### config.mk
export PLATFORM = sky130hd
export DESIGN_NAME = pfd_fastacq
export DESIGN_NICKNAME = d
export VERILOG_FILES = /design/src/rtl/pfdfa_pkg.sv /design/src/rtl/pfd_edge_core.sv /design/src/rtl/fa_interval_meter.sv /design/src/rtl/fa_width_quantizer.sv /design/src/rtl/pfd_fastacq.sv
export SDC_FILE = /design/constraint.sdc
export NUM_CORES = 1
export LEC_CHECK = 0
export ABC_AREA = 1
export BUFFER_PORTS_ARGS = -buffer_cell sky130_fd_sc_hd__buf_2
export CORE_UTILIZATION = 55
export CTS_CLUSTER_SIZE = 25
export DETAILED_ROUTE_END_ITERATION = 7
export GPL_TIMING_DRIVEN = 0
export PLACE_DENSITY = 0.83
export SYNTH_ARGS = -nofsm -noshare
export SYNTH_HDL_FRONTEND = slang
export SYNTH_SLANG_ARGS = --single-unit
### constraint.sdc
create_clock -name clk -period 6.6 [get_ports clk]
set_clock_uncertainty 0.05 [all_clocks]
set_input_delay 0 -clock clk [delete_from_list [all_inputs] [get_ports clk]]
set_output_delay 0 -clock clk [all_outputs]
set_load 0.02 [all_outputs]
### src/rtl/pfdfa_pkg.sv
package pfdfa_pkg;
  localparam int MULT_W = 3;
  localparam int MULT_MAX = (1 << MULT_W) - 1;

  typedef logic [MULT_W-1:0] scale_t;

  function automatic scale_t max3(input scale_t a, input scale_t b, input scale_t c);
    scale_t m;
    m = (a > b) ? a : b;
    return (m > c) ? m : c;
  endfunction
endpackage

### src/rtl/pfd_edge_core.sv
module pfd_edge_core (
  input  logic clk,
  input  logic rst_n,
  input  logic ref_strobe,
  input  logic lo_strobe,
  output logic pump_up,
  output logic pump_down,
  output logic pulse_end
);
  assign pulse_end = pump_up & pump_down;

  always_ff @(posedge clk) begin
    if (!rst_n) begin
      pump_up   <= 1'b0;
      pump_down <= 1'b0;
    end else if (pulse_end) begin
      pump_up   <= 1'b0;
      pump_down <= 1'b0;
    end else begin
      if (ref_strobe) pump_up   <= 1'b1;
      if (lo_strobe)  pump_down <= 1'b1;
    end
  end
endmodule

### src/rtl/fa_interval_meter.sv
module fa_interval_meter #(
  parameter int CNT_W = 16,
  parameter int DIV_W = 8
) (
  input  logic             clk,
  input  logic             rst_n,
  input  logic             ref_strobe,
  input  logic [DIV_W-1:0] acq_div,
  output logic [CNT_W-1:0] interval,
  output logic             interval_ok
);
  localparam logic [CNT_W-1:0] CNT_TOP = '1;

  logic [DIV_W-1:0] div_eff;
  logic [DIV_W-1:0] tick_cnt;
  logic [CNT_W-1:0] cyc_cnt;
  logic             started;
  logic             cyc_room;

  assign div_eff  = (acq_div == '0) ? DIV_W'(1) : acq_div;
  assign cyc_room = (cyc_cnt != CNT_TOP);

  always_ff @(posedge clk) begin
    if (!rst_n) begin
      tick_cnt    <= '0;
      cyc_cnt     <= '0;
      started     <= 1'b0;
      interval    <= '0;
      interval_ok <= 1'b0;
    end else if (ref_strobe) begin
      if (!started) begin
        started  <= 1'b1;
        cyc_cnt  <= CNT_W'(1);
        tick_cnt <= '0;
      end else if (tick_cnt >= div_eff - DIV_W'(1)) begin
        interval    <= cyc_cnt;
        interval_ok <= 1'b1;
        cyc_cnt     <= CNT_W'(1);
        tick_cnt    <= '0;
      end else begin
        tick_cnt <= tick_cnt + DIV_W'(1);
        if (cyc_room) cyc_cnt <= cyc_cnt + CNT_W'(1);
      end
    end else if (started && cyc_room) begin
      cyc_cnt <= cyc_cnt + CNT_W'(1);
    end
  end
endmodule

### src/rtl/fa_width_quantizer.sv
module fa_width_quantizer
  import pfdfa_pkg::*;
#(
  parameter int CNT_W = 16
) (
  input  logic             clk,
  input  logic             rst_n,
  input  logic             pump_up,
  input  logic             pump_down,
  input  logic [CNT_W-1:0] interval,
  input  logic             interval_ok,
  output scale_t           quot
);
  localparam int PROD_W = CNT_W + MULT_W;
  localparam logic [CNT_W-1:0] CNT_TOP = '1;

  logic [CNT_W-1:0]  width_cnt;
  logic [PROD_W-1:0] width_ext;
  logic [PROD_W-1:0] intv_ext;
  logic [MULT_MAX:1] reached;

  always_ff @(posedge clk) begin
    if (!rst_n) begin
      width_cnt <= '0;
    end else if (pump_up && pump_down) begin
      width_cnt <= '0;
    end else if ((pump_up ^ pump_down) && width_cnt != CNT_TOP) begin
      width_cnt <= width_cnt + CNT_W'(1);
    end
  end

  assign width_ext = {{MULT_W{1'b0}}, width_cnt};
  assign intv_ext  = {{MULT_W{1'b0}}, interval};

  for (genvar j = 1; j <= MULT_MAX; j++) begin : g_thr
    localparam logic [PROD_W-1:0] STEP = PROD_W'(j);
    logic [PROD_W-1:0] thr;
    assign thr        = STEP * intv_ext;
    assign reached[j] = interval_ok && (width_ext >= thr);
  end

  always_comb begin
    quot = '0;
    for (int j = 1; j <= MULT_MAX; j++) begin
      if (reached[j]) quot = scale_t'(j);
    end
  end
endmodule

### src/rtl/pfd_fastacq.sv
module pfd_fastacq
  import pfdfa_pkg::*;
#(
  parameter int CNT_W = 16,
  parameter int DIV_W = 8
) (
  input  logic             clk,
  input  logic             rst_n,
  input  logic             ref_strobe,
  input  logic             lo_strobe,
  input  logic [2:0]       cp_nominal,
  input  logic [DIV_W-1:0] acq_div,
  input  logic             acq_en,
  output logic             pump_up,
  output logic             pump_down,
  output logic [2:0]       pump_scale
);
  logic             pulse_end;
  logic [CNT_W-1:0] interval;
  logic             interval_ok;
  scale_t           quot;
  scale_t           next_scale;

  pfd_edge_core u_core (
    .clk        (clk),
    .rst_n      (rst_n),
    .ref_strobe (ref_strobe),
    .lo_strobe  (lo_strobe),
    .pump_up    (pump_up),
    .pump_down  (pump_down),
    .pulse_end  (pulse_end)
  );

  fa_interval_meter #(.CNT_W(CNT_W), .DIV_W(DIV_W)) u_intv (
    .clk         (clk),
    .rst_n       (rst_n),
    .ref_strobe  (ref_strobe),
    .acq_div     (acq_div),
    .interval    (interval),
    .interval_ok (interval_ok)
  );

  fa_width_quantizer #(.CNT_W(CNT_W)) u_quant (
    .clk         (clk),
    .rst_n       (rst_n),
    .pump_up     (pump_up),
    .pump_down   (pump_down),
    .interval    (interval),
    .interval_ok (interval_ok),
    .quot        (quot)
  );

  // R7 floor of code 1 when enabled, R6 plain nominal otherwise
  assign next_scale = acq_en ? max3(scale_t'(1), cp_nominal, quot) : cp_nominal;

  always_ff @(posedge clk) begin
    if (!rst_n)         pump_scale <= '0;
    else if (pulse_end) pump_scale <= next_scale;
  end
endmodule

==> impl_metrics.yaml, run 1 <==
run_status:
  outcome: "finished, final reports clean"
logic_synthesis:
  synth-edff-count: 0
  ys_seq_area_share_pct: 15.61
  async_reset_ff_share_pct: 0
  ys_ff_latch: 63
  postSynthAreaPerCell_um2: 7.199
  ys_warn_count: 0
  synth.distinct_cells: 49
  syn_inst: 1122
  synth_ff_type: "dfxtp_1"
  syn_area_mm2: 0.008078
  syn-num-nets: 1331
clock_tree:
  cts_htree_levels: 3
  cts_root_buffer: "clkbuf_16"
  ctsLongestPathBuffers: 2
  postCtsSetupBuffers: 0
  cts_buffers: 9
  clkTransAtPathRegs_ps: 50
  post_cts_resized: 0
  cts_sinks: 63
  clk_latency_ps: 330
  tritoncts: "done"
route:
  vias: 7812
  finalWirelength_um: 21000
  drcViolationCount: 0
  first_iter_violations: 459
  wl_per_cell_um: 15.62
  via_per_inst: 5.813
  firstDrtPassIters: 5
  ant_nets: 0
global_route:
  grt_pass1_wl_um: 34470
  grt_overflow: 0
  grt_max_degree: 13
  gr-usage-all-layers_pct: 29.03
  antenna_found_initial: 0
  grt_pass1_vias: 7467
critical_path:
  critical_path_required_ps: 6770
  cp_slowest_stage_delay_ps: 670
  cp-startpoint: "u_intv.interval[3]"
  path_max_fanout: 8
  critPathArrivalTime_ps: 6010
  crit_type: "reg2reg"
  reg2reg_from: "u_intv.interval[3]"
  end_kind: "register"
  crit_path_frequent_cell: "nand2_1"
  crit_path_start_kind: "register"
  cp_slowest_cell: "dfxtp_1"
floorplanning:
  start_util_pct: 57.31
  rows: 43
  core-area_mm2: 0.01410
  ios: 21
  dieWidth_um: 123.2
  die-area_mm2: 0.01518
  dieHeight_um: 123.2
sta:
  tns_ps: 0
  rsz0062_at_grt: "no"
  final.min_clock_period_ps: 5847
  slew_headroom_pct: 53.88
  maxSlewViolCount: 0
  hold_violations: 0
  setup_viol: 0
  finalCritPeriodShare_pct: 88.59
  fmaxAchievable_mhz: 171.0
  tightest_slew_ps: 690.9
  fin_ws_ps: 752.9
final_layout:
  multi_input_area_mm2: 0.006287
  fin_area_mm2: 0.008788
  antenna_cells: 0
  layout.nets: 1368
  syn_to_final_growth_pct: 8.798
  drive_above_1_share_pct: 6.186
  register_area_mm2: 0.001261
  final_common_cell: "nand2_1"
  fillCellCount: 1254
  final_cell_mix: "nand2_1, ha_1, inv_1"
power_and_ir_drop:
  p_leak_nw: 4.258
  vdd_drop_max_mv: 0.2011
  p_per_area_mw_per_mm2: 119.2
flow_run:
  cap_violations: 0
placement:
  dpl_cell_area_mm2: 0.008403
  dp_hpwl_um: 16500
  dp_slack_ps: 1238
  place.port_buffers: 20
  gp_congestion: 0.9390
min_path:
  min_path_type: "in2reg"
  worstHoldStart: "acq_en"
[what timing repair did]
action	CTS	global route
hold endpoints to repair	6	0
endpoints found under the setup margin	0	0
hold buffers	6	0
[state kept, by name, summed over array words and instances, names as in the netlist]
signal	cells
u_intv.cyc_cnt	16
u_core.pump_down	1
u_intv.interval	16
u_intv.tick_cnt	8
pump_scale	3
u_intv.interval_ok	1
u_core.pump_up	1
u_quant.width_cnt	16
u_intv.started	1
[cells by family (layout without fill, tap and decap cells)]
logic type / count (synthesis) / in the layout / share of synthesized area [%]
compound gates: 244 / 244 / 17.72
fa+ha+maj: 193 / 193 / 31.57
simple gates: 433 / 433 / 23.34
xor+xnor: 48 / 48 / 5.205
buf+inv: 141 / 183 / 6.552
flops: 63 / 63 / 15.61
[metal layers]
| layer | GRT usage [%] | vias to the layer above | routed length [µm] |
|---|---|---|---|
| met1 | 36.43 | 3558 | 9373 |
| li1 | - | 3961 | - |
| met5 | 0 | - | 0 |
| met4 | 12.05 | 0 | 699 |
| met3 | 2.814 | 62 | 1067 |
| met2 | 50.59 | 231 | 9856 |
[final timing paths]
check,end,slack (ps),cells after the start
hold reg to reg,pump_scale[2],410,2
setup / recovery,pump_scale[0],750,34
hold / removal,pump_scale[1],50,5
setup reg to reg,pump_scale[0],750,34
[cell type report]
| type | count | area share, % |
|---|---|---|
| timing repair buffer | 26 | 1.822 |
| inverter | 132 | 5.638 |
| buffer | 9 | 0.3844 |
| sequential | 63 | 14.35 |
| clock inverter | 3 | 0.7403 |
| multi-input combinational | 918 | 71.54 |
| clock buffer | 13 | 2.961 |
| tap | 180 | 2.563 |
[worst max-delay path: cells and delay by family, from the launching register on]
kind,cells,cell delay [ps]
buf+inv,4,760
flops,1,670
simple gates,14,1140
compound gates,10,1690
fa+ha+maj,5,1240
xor+xnor,1,170
[power by group]
part           leakage [nW]  internal, mW  switching, mW
clock                 0.160         0.350          0.164
combinational          3.59        0.0525         0.0854
sequential            0.509         0.387        0.00766
total                  4.26         0.790          0.257
[stage by stage]
stage          utilization [%]  power [mW]  hold WS [ps]  instances
6_report                 62.35       1.047         47.23       1344
3_5_place_dp             59.61      0.5337         174.8       1322
4_1_cts                  62.35       1.051         42.91       1344
5_1_grt                  62.35       1.085         75.05       1344
2_1_floorplan                -      0.4946         79.39       1122
3_3_place_gp             59.61      0.5304         169.8       1322
[cell usage after synthesis, types with 18 or more instances]
cell	count	area [µm²]
a21oi_1	120	600.6
xor2_1	34	297.8
nand2_1	218	818.3
inv_1	127	476.7
o21ai_0	55	275.3
dfxtp_1	63	1261
nor2_1	90	337.8
nand3_1	42	210.2
ha_1	175	2190
fa_1	18	360.4
nand4_1	25	156.4
nor3_1	27	135.1
(Power assumes the default switching activity.)
==> inputs of run 2 (changes only) <==
Settings changed: CORE_UTILIZATION 55 to 45, CTS_CLUSTER_DIAMETER set to 60, PLACE_DENSITY 0.83 to 0.72.
==> run 2 against run 1 <==
Total power fell by 2.6%. Wire length fell by 2.9%. Highest routed layer unchanged. Sequential cell count did not move. Clock-buffer cell count rose by 1. First-iteration DRC count fell by 1.5%. Clock power fell by 6.0%. Global-route usage fell by 5.9 points. Critical path type unchanged. Non-clock buffer count fell by 2. Critical endpoint is now pump_scale[1].
==> impl_metrics.yaml, run 2 (synthesized netlist as in run 1, its figures left out) <==
final_layout:
  drive_above_1_share_pct: 6.196
  utilization_pct: 50.59
  antenna_cells: 0
  layout.nets: 1366
  syn_to_final_growth_pct: 9.077
  final_common_cell: "nand2_1"
  final_cell_mix: "nand2_1, ha_1, inv_1"
  fin_area_mm2: 0.008811
  reg.largest.list: "u_intv.cyc_cnt (16), u_intv.interval (16), u_quant.width_cnt (16)"
clock_tree:
  clk_latency_ps: 330
  cts_sinks: 63
  cts_root_buffer: "clkbuf_16"
  ctsLongestPathBuffers: 2
  post_cts_resized: 0
  postCtsSetupBuffers: 0
  ctsHoldBuffers: 4
  tritoncts: "done"
  cts_buffers: 9
  cts_htree_levels: 3
  clkTransAtPathRegs_ps: 50
placement:
  gp_congestion: 0.8980
  dp_slack_ps: 1129
  dp_hpwl_um: 16870
  dpl_cell_area_mm2: 0.008459
  place.port_buffers: 20
sta:
  hold_violations: 0
  finalCritPeriodShare_pct: 82.01
  fmaxAchievable_mhz: 184.7
  maxSlewViolCount: 0
  final.min_clock_period_ps: 5413
  setup_viol: 0
  slew_headroom_pct: 63.05
  tightest_slew_ps: 553.5
  rsz0062_at_grt: "no"
  tns_ps: 0
  fin_ws_ps: 1187
global_route:
  grt_max_degree: 13
  grt_pass1_wl_um: 33930
  gr-usage-all-layers_pct: 23.14
  grt_overflow: 0
  grt_pass1_vias: 7343
  antenna_found_initial: 0
route:
  first_iter_violations: 452
  firstDrtPassIters: 5
  ant_nets: 0
  vias: 7712
  wl_per_cell_um: 14.69
  finalWirelength_um: 20380
  via_per_inst: 5.560
  drcViolationCount: 0
power_and_ir_drop:
  total_power_mw: 1.020
  p_leak_nw: 4.236
  p_per_area_mw_per_mm2: 115.7
  vdd_drop_max_mv: 0.1482
critical_path:
  crit_path_start_kind: "register"
  end_kind: "register"
  rrSetupSlack_ps: 1190
  cp_slowest_cell: "dfxtp_1"
  cp_slowest_stage_delay_ps: 620
  critical_path_required_ps: 6770
  path_buf_inv: 2
  critPathArrivalTime_ps: 5580
  path_max_fanout: 8
  crit_type: "reg2reg"
  crit_family: "compound AO/OA/AOI/OAI gates"
  crit_path_frequent_cell: "nand2_1"
run_status:
  outcome: "finished, final reports clean"
floorplanning:
  dieWidth_um: 136.0
  start_util_pct: 46.38
  rows: 48
  die-area_mm2: 0.01849
  dieHeight_um: 136.0
  ios: 21
  core-area_mm2: 0.01742
min_path:
  min_path_type: "in2reg"
flow_run:
  cap_violations: 0
[run 2: cell types whose count changed in the layout (fill, tap and decap cells not counted), sizes merged]
cell         previous run  this run
dlygate4sd3             6         4
clkinvlp                0         1
clkbuf                 22        23
bufinv                  2         1
clkinv                  4         3
[run 2: final cells by class]
| type | instances | area, µm² |
|---|---|---|
| clock inverters | 2 | 37.54 |
| well taps | 225 | 281.5 |
| multi-input cells | 918 | 6287 |
| fillers | 1732 | 8606 |
| clock buffers | 14 | 274.0 |
| inverters | 132 | 495.5 |
| flip-flops and latches | 63 | 1261 |
| repair buffers | 24 | 140.1 |
| plain buffers | 9 | 33.78 |
[run 2: metrics by stage]
step	hold slack [ps]	std cells
floorplan	79.39	1122
global placement	166.5	1367
detailed placement	176.4	1367
CTS	0.9607	1387
global route	16.59	1387
finish	4.544	1387
[run 2: power by group]
part / internal [mW] / switching [mW] / total, mW / leakage, nW
combinational: 0.0516 / 0.0891 / 0.141 / 3.58
sequential: 0.387 / 0.00757 / 0.395 / 0.509
clock: 0.323 / 0.161 / 0.484 / 0.149
[run 2: final timing paths]
| kind | from | endpoint | depth (start not counted) |
|---|---|---|---|
| setup / recovery | u_intv.interval[3] | pump_scale[1] | 33 |
| setup reg to reg | u_intv.interval[3] | pump_scale[1] | 33 |
| hold reg to reg | pump_scale[2] | pump_scale[2] | 2 |
| hold / removal | acq_en | pump_scale[0] | 5 |
[run 2: routing by layer]
layer / up-vias / GRT usage, % / part of all wire [%]
met5: - / 0 / 0
met4: 0 / 6.481 / 1.9
met3: 23 / 2.163 / 2.8
met2: 134 / 41.72 / 49
met1: 3593 / 29.08 / 47
li1: 3962 / - / -
[run 2: worst min-delay path: cells and delay by family]
kind	cells	cell delay, ps
compound gates	1	50
simple gates	2	140
buf+inv	2	140
==> inputs of run 3 (changes only) <==
Settings changed: ABC_AREA 1 to 0, PLACE_DENSITY 0.72 to 0.74.
Clock period 6.6 ns to 4.96 ns, I/O delays scaled along.
==> run 3 against run 2 <==
The flow now finishes with violations (setup timing). Worst setup slack worse by 1600 ps. Sequential share of layout area shrank 0.38 points. Non-clock buffer count increased by 39. Synthesized cell count shrank 16%. Hold slack better by 27 ps. Global-route usage shrank 0.79 points. Via count shrank 6.4%. Utilization grew 2.9 points. Clock-buffer cell count shrank 4.
==> impl_metrics.yaml, run 3 <==
floorplanning:
  dieWidth_um: 135.3
  rows: 48
  die-area_mm2: 0.01830
  core-area_mm2: 0.01730
  start_util_pct: 46.20
  dieHeight_um: 135.3
  ios: 21
power_and_ir_drop:
  p_leak_nw: 4.101
  p_per_area_mw_per_mm2: 134.7
  vdd_drop_max_mv: 0.1862
global_route:
  grt_max_degree: 13
  grt_pass1_wl_um: 32400
  antenna_found_initial: 0
  grt_overflow: 0
  grt_pass1_vias: 6886
  gr-usage-all-layers_pct: 22.35
logic_synthesis:
  yosys-top-cells-count: "ha_1, nor2_1, dfxtp_1, a21oi_1, inv_1"
  synth.distinct_cells: 70
  synth-edff-count: 0
  syn_inst: 937
  synth_top_area_share_pct: 27.40
  ys_warn_count: 0
  async_reset_ff_share_pct: 0
  postSynthAreaPerCell_um2: 8.529
  synthAdderAreaFrac_pct: 31.91
  synthMuxAreaShare_pct: 1.879
  yosys.area.top_type: "ha_1"
  synth_compound_area_share_pct: 20.98
  synth_top_family_by_area: "adder cells"
  syn_area_mm2: 0.007991
  syn-num-nets: 1146
  ys_ff_latch: 63
  synth_most_common_cell: "ha_1"
  synthSimpleGateAreaFrac_pct: 18.51
  ys_top_cells_by_area: "ha_1, dfxtp_1, fa_1, xor2_1, xnor2_1"
  ys_seq_area_share_pct: 15.78
  synth_ff_type: "dfxtp_1"
  synth-xor-area-share_pct: 7.562
final_layout:
  layout.nets: 1213
  drive_above_1_share_pct: 15.16
  layoutNonFillerInstCount: 1234
  final_common_cell: "ha_1"
  fin_area_mm2: 0.009256
  final_cell_mix: "ha_1, nor2_1, a21oi_1"
  utilization_pct: 53.52
  reg.largest.list: "u_intv.cyc_cnt (16), u_intv.interval (16), u_quant.width_cnt (16)"
  syn_to_final_growth_pct: 15.83
  antenna_cells: 0
critical_path:
  cp_slowest_stage_delay_ps: 390
  crit_family: "compound AO/OA/AOI/OAI gates"
  rrSetupSlack_ps: -370
  path_max_fanout: 5
  crit_type: "reg2reg"
  cp_slowest_cell: "fa_2"
  crit_path_frequent_cell: "a211oi_2"
  critical_path_required_ps: 5140
  end_kind: "register"
  critPathArrivalTime_ps: 5510
  reg2reg_depth: 28
  crit_path_start_kind: "register"
  path_buf_inv: 0
  r2r_end: "pump_scale[1]"
  reg2reg_from: "u_intv.interval[1]"
clock_tree:
  cts_htree_levels: 3
  cts_root_buffer: "clkbuf_16"
  cts_buffers: 9
  clkTransAtPathRegs_ps: 50
  cts_sinks: 63
  ctsLongestPathBuffers: 2
  tritoncts: "done"
  clk_latency_ps: 350
sta:
  timing.hold.ws_ps: 31.29
  final.min_clock_period_ps: 5328
  slew_headroom_pct: 50.00
  maxSlewViolCount: 0
  tns_ps: -993.1
  finalCritPeriodShare_pct: 107.4
  rsz0062_at_grt: "yes"
  fmaxAchievable_mhz: 187.7
  hold_violations: 0
  tightest_slew_ps: 740.3
  setup_viol: 3
  fin_ws_ps: -367.9
min_path:
  min_path_type: "in2reg"
  whs_endpoint: "pump_scale[1]"
  hold_depth: 4
  worstHoldStart: "cp_nominal[1]"
placement:
  dpl_cell_area_mm2: 0.008417
  dp_cells: 1182
  place.port_buffers: 20
  dp_hpwl_um: 15380
  gp_congestion: 0.9101
route:
  drcViolationCount: 0
  finalWirelength_um: 20180
  via_per_inst: 5.851
  firstDrtPassIters: 5
  ant_nets: 0
  first_iter_violations: 408
  wl_per_cell_um: 16.35
  vias: 7220
flow_run:
  cap_violations: 0
run_status:
  violations: "setup timing"
  outcome: "finished with violations"
run 3: changes by cell type in the layout (fill, tap and decap cells not counted), sizes merged, moves of 10 or more:
cell,before,now
nand2b,0,18
nand2,224,47
a21oi,127,60
buf,20,60
xnor2,14,34
o21ai,65,46
nand3,44,25
o21a,4,18
nor2b,0,29
inv,129,51
mux2i,0,15
nor2,94,80
a21o,4,31
and3,0,10
run 3: stage by stage:
step / setup slack, ps / power [mW]
floorplan: 1.282 / 0.6277
global route: -691.6 / 1.296
global placement: -740.0 / 0.6697
CTS: -406.5 / 1.250
detailed placement: -805.0 / 0.6729
finish: -367.9 / 1.247
run 3: worst max-delay path by stage:
stage,start,endpoint,slack (ps),cells after the start
CTS,u_intv.interval[2],pump_scale[1],-410,26
finish,u_intv.interval[1],pump_scale[1],-370,28
detailed placement,u_intv.interval[0],pump_scale[2],-810,27
global route,u_intv.interval[1],pump_scale[2],-690,28
global placement,u_intv.interval[8],pump_scale[2],-740,23
floorplan,u_intv.interval[3],pump_scale[1],1,27
run 3: cell type report:
| type | instances | area, µm² |
|---|---|---|
| clock inverters | 6 | 37.54 |
| clock buffers | 10 | 229.0 |
| multi-input cells | 807 | 6760 |
| plain buffers | 16 | 78.83 |
| repair buffers | 56 | 387.9 |
| inverters | 51 | 191.4 |
| fillers | 1544 | 8040 |
| well taps | 225 | 281.5 |
| flip-flops and latches | 63 | 1290 |
run 3: routing by layer:
layer,GRT usage [%],share of wire (%)
met5,0,0
met4,6.679,2.5
met3,4.452,3.4
met2,38.21,48
met1,28.16,46
run 3: report_power, final:
group	total (mW)	switching (mW)	internal [mW]
clock	0.578	0.243	0.335
sequential	0.521	0.00935	0.511
combinational	0.148	0.0844	0.0638
run 3: timing repair:
action / 4_1_cts / 5_1_grt
endpoints found under the setup margin: 3 / 3
buffers inserted: 17 / 17
pin swaps: 23 / 35
resized for setup: 25 / 40
hold buffers: 2 / 0
hold endpoints to repair: 2 / 0
run 3: cell families after synthesis:
logic type      Yosys count
compound gates          246
flops                    63
buf+inv                  67
xor+xnor                 69
mux                      15
simple gates            284
fa+ha+maj               193
run 3: worst min-delay path, stage by stage:
cell	delay [ps]
buf_2	100
nor3b_1	50
nor2_1	90
o311a_1	160
